### src/rtl/aliasRegPkg.sv
package aliasRegPkg;
  localparam int WORD_W = 32;

  typedef enum logic [1:0] {
    OP_WRITE  = 2'd0,
    OP_CLEAR  = 2'd1,
    OP_SET    = 2'd2,
    OP_TOGGLE = 2'd3
  } aliasOp_e;

  typedef enum logic [2:0] {
    SRC_NONE, SRC_CTRL, SRC_STAT, SRC_BUF, SRC_BAUD, SRC_CTRL2
  } readSrc_e;

  typedef struct packed {
    aliasOp_e op;
    logic     ctrlHit;
    logic     statClr;
    logic     bufHit;
    logic     baudHit;
    logic     ctrl2Hit;
    readSrc_e rdSrc;
  } strobe_t;

  function automatic logic [WORD_W-1:0] applyAlias(aliasOp_e op,
                                                   logic [WORD_W-1:0] cur,
                                                   logic [WORD_W-1:0] mask);
    case (op)
      OP_CLEAR:  return cur & ~mask;
      OP_SET:    return cur | mask;
      OP_TOGGLE: return cur ^ mask;
      default:   return mask;
    endcase
  endfunction
endpackage

### src/rtl/aliasRegCtrl.sv
module aliasRegCtrl
  import aliasRegPkg::*;
#(
  parameter int ADDR_W    = 7,
  parameter bit HAS_CTRL2 = 1'b1
) (
  input  logic [ADDR_W-1:0] busAddr,
  input  logic              busWe,
  output strobe_t           strobe
);
  localparam int GRP_W = ADDR_W - 4;
  localparam logic [GRP_W-1:0] GRP_CTRL  = GRP_W'(0);
  localparam logic [GRP_W-1:0] GRP_STAT  = GRP_W'(1);
  localparam logic [GRP_W-1:0] GRP_BUF   = GRP_W'(2);
  localparam logic [GRP_W-1:0] GRP_BAUD  = GRP_W'(3);
  localparam logic [GRP_W-1:0] GRP_CTRL2 = GRP_W'(4);

  logic [GRP_W-1:0] groupIdx;
  logic [1:0]       aliasIdx;
  logic             aligned;
  readSrc_e         src;

  assign groupIdx = busAddr[ADDR_W-1:4];
  assign aliasIdx = busAddr[3:2];
  assign aligned  = (busAddr[1:0] == 2'b00);

  always_comb begin
    src = SRC_NONE;
    if (aligned) begin
      case (groupIdx)
        GRP_CTRL: src = SRC_CTRL;
        GRP_STAT: src = (aliasIdx[1] == 1'b0) ? SRC_STAT : SRC_NONE;
        GRP_BUF:  src = (aliasIdx == 2'd0) ? SRC_BUF : SRC_NONE;
        GRP_BAUD: src = SRC_BAUD;
        GRP_CTRL2: src = HAS_CTRL2 ? SRC_CTRL2 : SRC_NONE;
        default:  src = SRC_NONE;
      endcase
    end
  end

  always_comb begin
    strobe.op       = aliasOp_e'(aliasIdx);
    strobe.rdSrc    = src;
    strobe.ctrlHit  = busWe && (src == SRC_CTRL);
    strobe.statClr  = busWe && (src == SRC_STAT) && (aliasIdx == 2'd1);
    strobe.bufHit   = busWe && (src == SRC_BUF);
    strobe.baudHit  = busWe && (src == SRC_BAUD);
    strobe.ctrl2Hit = busWe && (src == SRC_CTRL2);
  end
endmodule

### src/rtl/aliasRegPath.sv
module aliasRegPath
  import aliasRegPkg::*;
#(
  parameter int BAUD_W    = 9,
  parameter bit HAS_CTRL2 = 1'b1
) (
  input  logic              clk,
  input  logic              rstN,
  input  strobe_t           strobe,
  input  logic [WORD_W-1:0] busWdata,
  input  logic [WORD_W-1:0] hwEvent,
  output logic [WORD_W-1:0] busRdata,
  output logic [WORD_W-1:0] ctrlVal,
  output logic [WORD_W-1:0] statVal,
  output logic [WORD_W-1:0] bufVal,
  output logic [BAUD_W-1:0] baudVal,
  output logic [WORD_W-1:0] ctrl2Val
);
  localparam int PAD_W = WORD_W - BAUD_W;

  logic [WORD_W-1:0] baudWide;
  logic [WORD_W-1:0] baudNext;
  logic [WORD_W-1:0] clrMask;

  assign baudWide = {{PAD_W{1'b0}}, baudVal};
  assign baudNext = applyAlias(strobe.op, baudWide, busWdata);
  assign clrMask  = strobe.statClr ? busWdata : '0;

  always_ff @(posedge clk) begin
    if (!rstN) begin
      ctrlVal <= '0;
      statVal <= '0;
      bufVal  <= '0;
      baudVal <= '0;
    end else begin
      if (strobe.ctrlHit) ctrlVal <= applyAlias(strobe.op, ctrlVal, busWdata);
      if (strobe.bufHit)  bufVal  <= busWdata;
      if (strobe.baudHit) baudVal <= baudNext[BAUD_W-1:0];
      statVal <= (statVal & ~clrMask) | hwEvent;
    end
  end

  generate
    if (HAS_CTRL2) begin : g_ctrl2
      logic [WORD_W-1:0] ctrl2Reg;
      always_ff @(posedge clk) begin
        if (!rstN) ctrl2Reg <= '0;
        else if (strobe.ctrl2Hit) ctrl2Reg <= applyAlias(strobe.op, ctrl2Reg, busWdata);
      end
      assign ctrl2Val = ctrl2Reg;
    end else begin : g_noCtrl2
      assign ctrl2Val = '0;
    end
  endgenerate

  always_comb begin
    case (strobe.rdSrc)
      SRC_CTRL:  busRdata = ctrlVal;
      SRC_STAT:  busRdata = statVal;
      SRC_BUF:   busRdata = bufVal;
      SRC_BAUD:  busRdata = baudWide;
      SRC_CTRL2: busRdata = ctrl2Val;
      default:   busRdata = '0;
    endcase
  end
endmodule

### src/rtl/aliasRegBank.sv
module aliasRegBank
  import aliasRegPkg::*;
#(
  parameter int ADDR_W    = 7,
  parameter int BAUD_W    = 9,
  parameter bit HAS_CTRL2 = 1'b1
) (
  input  logic              clk,
  input  logic              rstN,
  input  logic [ADDR_W-1:0] busAddr,
  input  logic              busWe,
  input  logic [31:0]       busWdata,
  output logic [31:0]       busRdata,
  input  logic [31:0]       hwEvent,
  output logic [31:0]       ctrlOut,
  output logic [31:0]       bufOut,
  output logic [BAUD_W-1:0] baudOut,
  output logic [31:0]       ctrl2Out
);
  strobe_t     strobe;
  logic [31:0] statVal;

  aliasRegCtrl #(.ADDR_W(ADDR_W), .HAS_CTRL2(HAS_CTRL2)) u_ctrl (
    .busAddr(busAddr), .busWe(busWe), .strobe(strobe)
  );

  aliasRegPath #(.BAUD_W(BAUD_W), .HAS_CTRL2(HAS_CTRL2)) u_path (
    .clk(clk), .rstN(rstN), .strobe(strobe), .busWdata(busWdata),
    .hwEvent(hwEvent), .busRdata(busRdata), .ctrlVal(ctrlOut),
    .statVal(statVal), .bufVal(bufOut), .baudVal(baudOut), .ctrl2Val(ctrl2Out)
  );
endmodule

### config.mk
export PLATFORM = sky130hd
export DESIGN_NAME = aliasRegBank
export DESIGN_NICKNAME = d
export VERILOG_FILES = /design/src/rtl/aliasRegPkg.sv /design/src/rtl/aliasRegCtrl.sv /design/src/rtl/aliasRegPath.sv /design/src/rtl/aliasRegBank.sv
export SDC_FILE = /design/constraint.sdc
export NUM_CORES = 1
export LEC_CHECK = 0
export BUFFER_PORTS_ARGS = -buffer_cell sky130_fd_sc_hd__buf_2
export CAP_MARGIN = 20
export CORE_UTILIZATION = 35
export CTS_BUF_LIST = sky130_fd_sc_hd__clkbuf_16
export DETAILED_ROUTE_END_ITERATION = 8
export GPL_ROUTABILITY_DRIVEN = 1
export PLACE_DENSITY_LB_ADDON = 0.15
export RECOVER_POWER = 25
export SLEW_MARGIN = 25
export SYNTH_ARGS = -nofsm -noshare
export SYNTH_HDL_FRONTEND = slang
export SYNTH_SLANG_ARGS = --single-unit
### constraint.sdc
create_clock -name clk -period 3.4 [get_ports clk]
set_clock_uncertainty 0.05 [all_clocks]
set_input_delay 0.34 -clock clk [delete_from_list [all_inputs] [get_ports clk]]
set_output_delay 0.34 -clock clk [all_outputs]
set_load 0.05 [all_outputs]
# Word level (Yosys, flattened, before mapping)
# Cells that the tools add are included.
[word_totals] register_bits=137 in_bits=74 out_inout_bits=137 word_cells=48
[op_classes] eq_ne=12 n_mux=9 bitwise_logic=13 reduce_logical=9
[ops] op="$pmux 32 s3" count=2
[ops] op="$pmux 32 s5" count=1
[ops] op="$and 32x32->32" count=3
[ops] op="$or 32x32->32" count=3
[ops] op="$not 32->32" count=2
[ops] op="$xor 32x32->32" count=2
[ops] op="$mux 32" count=1
[ops] op="$pmux 9 s3" count=1
[ops] op="$pmux 3 s5" count=1
[ops] op="$eq 3x2->1 const B" count=4
[ops] op="$and 9x9->9" count=1
[ops] op="$eq 3x3->1 const B" count=3
[ops] op="$or 9x9->9" count=1
[ops] op="$xor 9x9->9" count=1
[ops] op="$eq 3x1->1 const B" count=2
[ops] op="$logic_and 1x1->1" count=6
[ops] op="$eq 2x2->1 const B" count=2
[ops] op="$logic_not 2->1" count=2
[ops] op="$mux 2" count=2
[ops] op="$logic_not 3->1" count=1
[ops] op="$mux 3" count=1
[ops] op="$eq 2x1->1 const B" count=1

# Logic depth before layout (Yosys ltp)
# Gate-level depths: netlist of the first run.
[depth] word_depth=11 mapped_depth=7 depth_no_buf=5

# By module
# Synthesis of the first run repeated with hierarchy kept, for this count alone.
[hier_totals] cells_unflattened=1130 hier_area_um2=9917.0
[modules_own_cells] module="aliasRegPath" n_inst=1 cells_each=1109 area_each_um2=9751.9 seq_area_each_um2=2742.6
[modules_own_cells] module="aliasRegCtrl" n_inst=1 cells_each=21 area_each_um2=165.2 seq_area_each_um2=0.0

# Least setup slack after synthesis of the first run
# OpenSTA, ideal clock, no wires.
[synth_path] kind="input to output" start="in busAddr[3]" end="out busRdata[0]" t_arrival_ns=2.054 t_required_ns=3.010 setup_slack_ns=0.956 cell_stages=6 path_buffers=2 cell_sequence="buf_2 > or4_4 > nor4b_4 > buf_6 > a22oi_1 > nand2_1"
[synth_between] elab_chain_cells=6 elab_cells_between_ends=11 classes_between="eq/ne: 5; mux: 5; reduce/logical: 1"
[synth_lines] element="start: declaration" line_no="aliasRegBank.sv:10" source="input logic [ADDR_W-1:0] busAddr,"
[synth_lines] element="$logic_not 2->1" line_no="aliasRegCtrl.sv:33" source="GRP_BUF: src = (aliasIdx == 2'd0) ? SRC_BUF : SRC_NONE;"
[synth_lines] element="$mux 2" line_no="aliasRegCtrl.sv:33"
[synth_lines] element="$pmux 3 s5 (*)" line_no="aliasRegCtrl.sv:30" source="case (groupIdx)"
[synth_lines] element="$mux 3 (*)" line_no="aliasRegCtrl.sv:29" source="if (aligned) begin"
[synth_lines] element="$eq 3x3->1, or another cell as far along" line_no="aliasRegPath.sv:57" source="case (strobe.rdSrc)"
[synth_lines] element="$pmux 32 s5 (*)" line_no="aliasRegPath.sv:57"
[synth_lines] element="end: declaration" line_no="aliasRegBank.sv:13" source="output logic [31:0] busRdata,"
# Mark *: on every way between the ends. The rest lies on a longest branch, timed or not.

# Worst setup path in the final report of the first run
[layout_path] start="in busAddr[2]" end="reg u_path.bufVal[11]"
[layout_between] elab_chain_cells=6
[layout_lines] element="$logic_not 2->1" line_no="aliasRegCtrl.sv:33"
[layout_lines] element="$mux 2" line_no="aliasRegCtrl.sv:33"
[layout_lines] element="$pmux 3 s5" line_no="aliasRegCtrl.sv:30"
[layout_lines] element="$mux 3" line_no="aliasRegCtrl.sv:29"
[layout_lines] element="$eq 3x2->1" line_no="aliasRegCtrl.sv:46" source="strobe.bufHit = busWe && (src == SRC_BUF);"
[layout_lines] element="$logic_and 1x1->1" line_no="aliasRegCtrl.sv:46"
[layout_lines] element="end signal: assignment" line_no="aliasRegPath.sv:37" source="if (strobe.bufHit) bufVal <= busWdata;"
[layout_lines] element="end: declaration" line_no="aliasRegPath.sv:15" source="output logic [WORD_W-1:0] bufVal,"
# No other way between the ends.
# A chain may end at the register's enable or synchronous reset.

==> summary.md, run 1 <==
| Metric | Value |
|---|---|
| Clk_lat worst skew | around 420 ps |
| Initial antenna violation count | 3 |
| Maximum VDD drop | around 0.00024 V |
| Max FO, Critical Path | 50 |
| Relative slew slack | -36.35% |
| Tot GR Track Use | 19.98% |
| Routability cong. | approximately 0.73 |
| DR iter-0 viols | 538 |
| WL final | about 28,000 um |
| Synth top area share | between 20% and 30% |
| Comb pwr share | roughly an eighth |
| Initial core utilization | around 36% |
| Worst R2R Start | u_path.ctrlVal[4] |
| First-pass GRT wire length | around 45,000 um |
| Clk buf depth | 2 |
| Sequential power share | about two fifths |
| Met2 wire len | 12,650 um |
| Largest net degree at the start of global routing | between 150 and 200 |
| Setup bufs post-CTS | 0 |
| Startpoint Class | input pin |
| Leak | 5.177 nW |
| Post_cts resized | 0 |
| Hold Violations, Final | 0 |
| Worst R2R End | u_path.ctrlVal[4] |
| Most common cell in the netlist | ha_1 |
| Layout cells sized above 1 | about a fifth |
| Syn Nets | ~1,400 |
| Area delta synth->final | 19.50% |
| EDFF count, synth | 0 |
| Reg2Reg Setup Slack | roughly 1900 ps |
| Vias in the first global route | roughly 8,000 |
| R2r worst-path depth | 5 |
| WL/cell | about 17 um |
| Clock-pin slew on the worst setup and hold paths | about 60 ps |
| Min cycle time layout | between 2000 and 3000 ps |
| I/O Buffers | 210 |
| Clock network fraction of total power | around half |
| Worst Setup SP | busAddr[2] |
| Core Footprint | between 20,000 and 30,000 um2 |
| Critical path endpoint category | flop |
| CTS sink count | around 140 |
| Synthesized area per cell | around 8.2 um2 |
| Total power | 4.347 mW |
| H-Tree Depth | 4 |
| DP Wirelength | about 19,000 um |
| Vias | between 8,000 and 9,000 |
| Fraction of power spent switching nets | ~26% |
| RSZ-0062 raised after global routing | false |
| Gr ovfl total | 0 |
| PnR worst setup slack | 674.7 ps |
| Slew Limit Fails | ~180 |
| Max layer used | met4 |
| Failing checks | max-capacitance violations, max-slew violations |
| Die height | around 170 um |
| Post-synthesis sequential area ratio | between 20 and 30% |
| Met1 WL | ~14,000 um |
| Footprint of the multi-input gates | around 6000 um2 |
| Setup CP Type | in -> reg |
| Cells after Synth | 1,181 |
| Final setup TNS | 0 ps |
| Netlist Area Pre-Place | between 9000 and 10,000 um2 |
| Synth unique cells | 32 |
| Via density | roughly 5.3 |
| Final period util | around four fifths |
| Routed Antenna Nets | 0 |
| CP endpoint | u_path.bufVal[11] |
| Final std cells w/o fill | 1,687 |
| P_sw | around 1.1 mW |
| Fmax | around 370 MHz |
| Worst Tran Pin Value | 2045 ps |
| Met3 wire len | 1166 um |
| Hold Path Class | in -> reg |
| Status | complete, but fails checks |
| Share of synthesized registers carrying an async set or reset | 0% |
| FF+latch count, synth | 137 |
| Placed Cells | between 1,500 and 2,000 |
| Die ar. | roughly 28,000 um2 |
| CTS tree | yes |
| Cts hold-fix bufs | 0 |
| Worst Hold Launch | busWdata[20] |
| WP data required | 3700 ps |
| Cell Rows | 60 |
| Top cells by area, synth | dfxtp_1 (28%), ha_1 (19%), mux2_2 (8.5%) |
| Total CTS buffers | 17 |
| Die X | roughly 170 um |
| YS warnings | 0 |
| Max Cap Viol | 1 |
| Fillers | 2,733 |
| Ports | about 210 |
| Area leader, netlist | dfxtp_1 |
| DRC | 0 |
| Int Pwr | approximately 3.2 mW |
| Pwr Density | about 380 nW/um2 |
| Final setup fails | 0 |
| Drt pass-1 iters | 6 |
| Final Core Density | 42.64% |
| Ys flop type | dfxtp_1 |
| DP Worst Slack | between 800 and 900 ps |
| Top post-synthesis cells by count | ha_1 (146), a21oi_1 (142), dfxtp_1 (137), inv_1 (137), o21ai_0 (137) |
| Register area | 2743 um2 |
| Final nets | ~1,600 |
| Clk root buf | clkbuf_16 |
| Worst Path Arrival | between 3000 and 4000 ps |
==> how the worst min path moves through the flow <==
stage	endpoint	depth (start not counted)	slack (ps)
after floorplan	u_path.statVal[10]	1	390
after global placement	u_path.bufVal[23]	2	420
after detailed placement	u_path.bufVal[24]	2	420
after CTS	u_path.statVal[20]	2	70
after global routing	u_path.statVal[14]	2	90
final	u_path.statVal[20]	2	90
==> state kept, by name, summed over array words and instances, names as in the netlist <==
signal / flops
u_path.baudVal: 9
u_path.statVal: 32
u_path.bufVal: 32
u_path.ctrl2Val: 32
u_path.ctrlVal: 32
==> per-stage QoR <==
| stage | hold slack (ps) | area (um2) |
|---|---|---|
| after global routing | 90.25 | 11520 |
| final | 89.76 | 11520 |
| after detailed placement | 421.8 | 10960 |
| after CTS | 70.00 | 11610 |
| after global placement | 415.1 | 10960 |
| after floorplan | 390.8 | 9644 |
==> layout make-up <==
class	count	area share, %
multi-input combinational	812	51.93
inverter	137	4.462
tap	341	3.702
clock inverter	14	1.998
sequential	137	23.80
clock buffer	17	3.691
antenna	3	0.06514
timing repair buffer	226	10.36
==> routing by layer <==
metal  global-route usage (%)  vias to the layer above
met5                        0                        -
li1                         -                     4528
met4                    5.824                        0
met3                    3.032                       22
met1                    27.37                     4142
met2                    32.34                      200
==> power by group through the flow <==
stage	clock, mW	combinational, mW	sequential (mW)
6_report	2.11	0.559	1.68
2_1_floorplan	0	0.355	1.74
3_3_place_gp	0	0.545	1.71
5_1_grt	2.23	0.631	1.68
4_1_cts	2.18	0.560	1.68
3_5_place_dp	0	0.556	1.71
==> worst max-delay path, cell delays in order <==
cell and delay, ps:
clkbuf_2 550, or4bb_1 680, nor2_1 880, buf_12 330, nand3_1 100, o21ai_0 100
==> logic make-up after synthesis <==
logic type	synth area share, %
adders and majority gates	18.94
muxes	8.524
AOI/OAI and AO/OA	27.76
and+or+nand+nor	6.681
DFF	28.44
buffers and inverters	9.652
==> cells in the final DEF, fill, tap and decap left out, drive strengths merged, types with 2 or more instances in the layout <==
master	count
o21ai	137
a222oi	9
buf	167
clkbuf	76
bufinv	6
clkinv	5
clkinvlp	2
a211oi	71
a221o	4
a31oi	34
dfxtp	137
nor3	2
a22o	4
ha	146
a211o	2
nor2	36
and3	3
inv	138
nand2	63
nand3	32
a21oi	142
and4	2
mux2	73
a22oi	47
diode	3
Note: power is estimated with default switching activity, not from simulation.
==> run 2: changes to the inputs <==
- clock period: 3.4 -> 2.8 ns (I/O delays scaled with it)
==> summary.md, run 2 (synthesis results as in run 1) <==
| Metric | Value |
|---|---|
| Leak | 5.231 nW |
| Worst R2R Start | u_path.baudVal[8] |
| Most common cell after layout, fill and taps aside | buf_2 |
| Ports | approximately 210 |
| Slew Limit Fails | 0 |
| Clk root buf | clkbuf_16 |
| Largest net degree at the start of global routing | approximately 180 |
| Total CTS buffers | 17 |
| WP data required | approximately 2500 ps |
| PnR worst setup slack | 385.0 ps |
| Hold Path Class | in -> reg |
| Setup CP Type | in -> out |
| First-pass GRT wire length | between 40,000 and 50,000 um |
| Post_cts resized | 0 |
| Layout cells sized above 1 | around 22% |
| Tot GR Track Use | around a fifth |
| I/O Buffers | 210 |
| Max Cap Viol | 0 |
| Cts hold-fix bufs | 0 |
| Final nets | between 1,500 and 2,000 |
| Final Core Density | between 40 and 50% |
| Total power | between 5 and 6 mW |
| Hold Path Depth | 2 |
| Fillers | 2,829 |
| CTS tree | yes |
| Worst Tran Pin Value | 1382 ps |
| DRC | 0 |
| R2r worst-path depth | 5 |
| Fmax | just over 400 MHz |
| Clk buf depth | 2 |
| Final period util | around 86% |
| Die height | approximately 170 um |
| DP Worst Slack | between 300 and 400 ps |
| WL/cell | between 15 and 20 um |
| Core Footprint | 27,030 um2 |
| Routability cong. | approximately 0.73 |
| Critical path endpoint category | primary output |
| RSZ-0062 raised after global routing | false |
| Drt pass-1 iters | 5 |
| Clk_lat worst skew | 420 ps |
| WL final | between 20,000 and 30,000 um |
| Hold_ws | 36.66 ps |
| Initial antenna violation count | 3 |
| Pwr Density | 436.3 nW/um2 |
| Area delta synth->final | 18.95% |
| Final setup fails | 0 |
| DP Wirelength | roughly 19,000 um |
| Die ar. | 28,220 um2 |
| Final setup TNS | 0 ps |
| Worst Path Arrival | 2090 ps |
| Status | completed |
| Reg2Reg Setup Slack | about 1300 ps |
| Relative slew slack | slightly below 8% |
| CTS sink count | 137 |
| Worst Hold Launch | busWdata[1] |
| Cell Rows | 60 |
| Setup bufs post-CTS | 0 |
| H-Tree Depth | 4 |
| DR iter-0 viols | about 600 |
| Vias | just under 9,000 |
| Hold Violations, Final | 0 |
| Startpoint Class | input pin |
| Min cycle time layout | about 2400 ps |
| Vias in the first global route | roughly 8,400 |
| Max FO, Critical Path | 13 |
| Clock-pin slew on the worst setup and hold paths | 70 ps |
| Hold Crit Endpoint | u_path.statVal[1] |
| Worst R2R End | u_path.baudVal[8] |
| Die X | 168.0 um |
| Initial core utilization | a little over a third |
| Maximum VDD drop | ~0.00031 V |
| Commonest cells after routing, fill and taps aside | buf_2 (167), ha_1 (146), a21oi_1 (142), inv_1 (138) |
| Via density | around 5.2 |
| Routed Antenna Nets | 0 |
| Gr ovfl total | 0 |
run 2: changes by cell type in the layout (fill, tap and decap cells not counted), sizes merged:
cell / before / now
buf: 167 / 189
bufinv: 6 / 3
clkbuf: 76 / 59
clkinv: 5 / 8
clkinvlp: 2 / 3
diode: 3 / 2
run 2: how the worst max path moves through the flow:
stage	start	to	slack, ps	depth (start not counted)
after global placement	busAddr[3]	busRdata[6]	410	7
after CTS	busAddr[3]	busRdata[8]	380	7
after global routing	busAddr[3]	busRdata[4]	280	7
after floorplan	busAddr[3]	busRdata[0]	480	6
final	busAddr[3]	busRdata[8]	380	7
after detailed placement	busAddr[3]	busRdata[8]	380	7
run 2: metrics by stage:
stage	cell area [um2]	cells
floorplan	9644	1181
global placement	10960	1658
detailed placement	10960	1658
CTS	11550	1690
global route	11470	1691
finish	11470	1692
run 2: metal layers:
layer / vias to the layer above / global-route usage [%] / share of wire [%]
met3: 25 / 3.385 / 4.5
li1: 4514 / - / -
met4: 2 / 5.106 / 1.3
met2: 210 / 33.06 / 45
met5: - / 0 / 0.061
met1: 4128 / 27.54 / 49
run 2: area by class of cell:
type / count / area, um2 / share of cell area, %
inverters: 137 / 514.2 / 4.482
clock inverters: 15 / 160.2 / 1.396
diodes: 2 / 5.005 / 0.04363
clock buffers: 17 / 425.4 / 3.708
repair buffers: 231 / 1214 / 10.58
well taps: 341 / 426.7 / 3.719
flip-flops and latches: 137 / 2743 / 23.91
multi-input cells: 812 / 5984 / 52.16
run 2: power breakdown:
part           total, mW  internal [mW]  switching (mW)
clock network       2.29           1.39           0.907
logic              0.678          0.254           0.424
registers           2.03           2.00          0.0377
total               5.01           3.64            1.37
run 2: worst max-delay path, cell delays in order:
cell	delay (ps)
clkbuf_1	120
or4_4	620
nor4b_4	280
buf_4	300
a22oi_1	130
nand2_1	90
buf_2	250
==> run 3: changes to the inputs <==
- CORE_MARGIN: not set -> 5
==> summary.md, run 3 (synthesis results as in run 1) <==
| Metric | Value |
|---|---|
| Maximum VDD drop | slightly below 0.0003 V |
| Vias in the first global route | 8,446 |
| Final period util | between 80% and 90% |
| DR iter-0 viols | 528 |
| Die X | roughly 180 um |
| Post_cts resized | 0 |
| Initial core utilization | a little over a third |
| Leak | 5.316 nW |
| Clk buf depth | 2 |
| Setup bufs post-CTS | 0 |
| Ports | about 210 |
| Fraction of power spent switching nets | a little over a quarter |
| Area delta synth->final | 19.86% |
| CTS tree | yes |
| Pwr Density | between 400 and 500 nW/um2 |
| CTS sink count | 137 |
| DP Wirelength | 19,590 um |
| Relative slew slack | approximately 6.4% |
| Worst Tran Pin Value | 1404 ps |
| P_sw | approximately 1.4 mW |
| Setup CP Type | in -> out |
| Cell Rows | 60 |
| Status | completed |
| Met1 WL | between 10,000 and 15,000 um |
| Slew Limit Fails | 0 |
| Die ar. | ~31,000 um2 |
| Layout cells sized above 1 | a little under a quarter |
| Critical path endpoint category | primary output |
| Via density | around 5.3 |
| Comb pwr share | a little over an eighth |
| Routed Antenna Nets | 0 |
| Core Footprint | 27,030 um2 |
| Int Pwr | roughly 3.8 mW |
| Final setup fails | 0 |
| Clk root buf | clkbuf_16 |
| Initial antenna violation count | 5 |
| Most common cell after layout, fill and taps aside | buf_2 |
| Max Cap Viol | 0 |
| Total CTS buffers | 17 |
| DP Worst Slack | 354.6 ps |
| RSZ-0062 raised after global routing | false |
| H-Tree Depth | 4 |
| Worst Path Arrival | roughly 2100 ps |
| Drt pass-1 iters | 5 |
| WL final | between 20,000 and 30,000 um |
| I/O Buffers | 210 |
| Vias | approximately 8,900 |
| Startpoint Class | input pin |
| Sequential power share | 39.2% |
| Largest net degree at the start of global routing | roughly 180 |
| Clock network fraction of total power | 47.8% |
| Clk_lat worst skew | ~400 ps |
| Met2 wire len | around 13,000 um |
| Gr ovfl total | 0 |
| Commonest cells after routing, fill and taps aside | buf_2 (176), ha_1 (146), a21oi_1 (142) |
| Die height | ~180 um |
| Final nets | around 1,600 |
| Tot GR Track Use | between 10% and 20% |
| Max FO, Critical Path | 11 |
| Final setup TNS | 0 ps |
| PnR worst setup slack | roughly 360 ps |
| WL/cell | 16.60 um |
| Max layer used | met5 |
| Min cycle time layout | 2442 ps |
| Cts hold-fix bufs | 0 |
| First-pass GRT wire length | approximately 46,000 um |
| Hold Path Class | in -> reg |
| DRC | 0 |
| Total power | 5.187 mW |
| Routability cong. | approximately 0.74 |
| WP data required | about 2500 ps |
| Hold Violations, Final | 0 |
| Met3 wire len | approximately 1400 um |
| Clock-pin slew on the worst setup and hold paths | 60 ps |
| Fmax | around 410 MHz |
## run 3: critical path, stage by stage
cell	delay [ps]
clkbuf_1	120
or4_4	620
nor2_4	380
buf_4	280
a22oi_1	80
nand2_1	80
buf_2	260
## run 3: through the flow
step | hold slack [ps] | cells | instance area (um2) | utilization (%)
after global routing | 23.64 | 1694 | 11560 | 42.77
after floorplan | 330.8 | 1181 | 9644 | -
after detailed placement | 422.8 | 1661 | 10980 | 40.64
after CTS | 13.97 | 1691 | 11610 | 42.97
final | 31.75 | 1694 | 11560 | 42.77
after global placement | 416.9 | 1661 | 10980 | 40.64
## run 3: final timing paths
check                       from             endpoint  slack [ps]  cells past startpoint
max                   busAddr[3]         busRdata[16]         360                      7
min                 busWdata[24]   u_path.statVal[24]          30                      2
max reg2reg  u_path.ctrl2Val[26]  u_path.ctrl2Val[26]        1340                      5
min reg2reg    u_path.bufVal[14]    u_path.bufVal[14]         430                      2
## run 3: final cells by class
type,instances,area [um2]
fill,2731,15470
timing repair buffer,234,1252
multi-input combinational,812,5987
clock inverter,13,203.9
inverter,137,514.2
clock buffer,17,425.4
sequential,137,2743
antenna,3,7.507
tap,341,426.7
## run 3: metal layers
metal	vias to the layer above	GRT usage (%)
li1	4527	-
met1	4165	23.80
met2	187	29.49
met3	24	3.833
met4	4	4.971
met5	-	0
## run 3: power groups by stage
stage	clock network, mW	logic, mW	registers, mW
2_1_floorplan	0	0.431	2.12
3_3_place_gp	0	0.663	2.08
3_5_place_dp	0	0.678	2.08
4_1_cts	2.55	0.683	2.03
5_1_grt	2.63	0.766	2.04
6_report	2.48	0.675	2.03
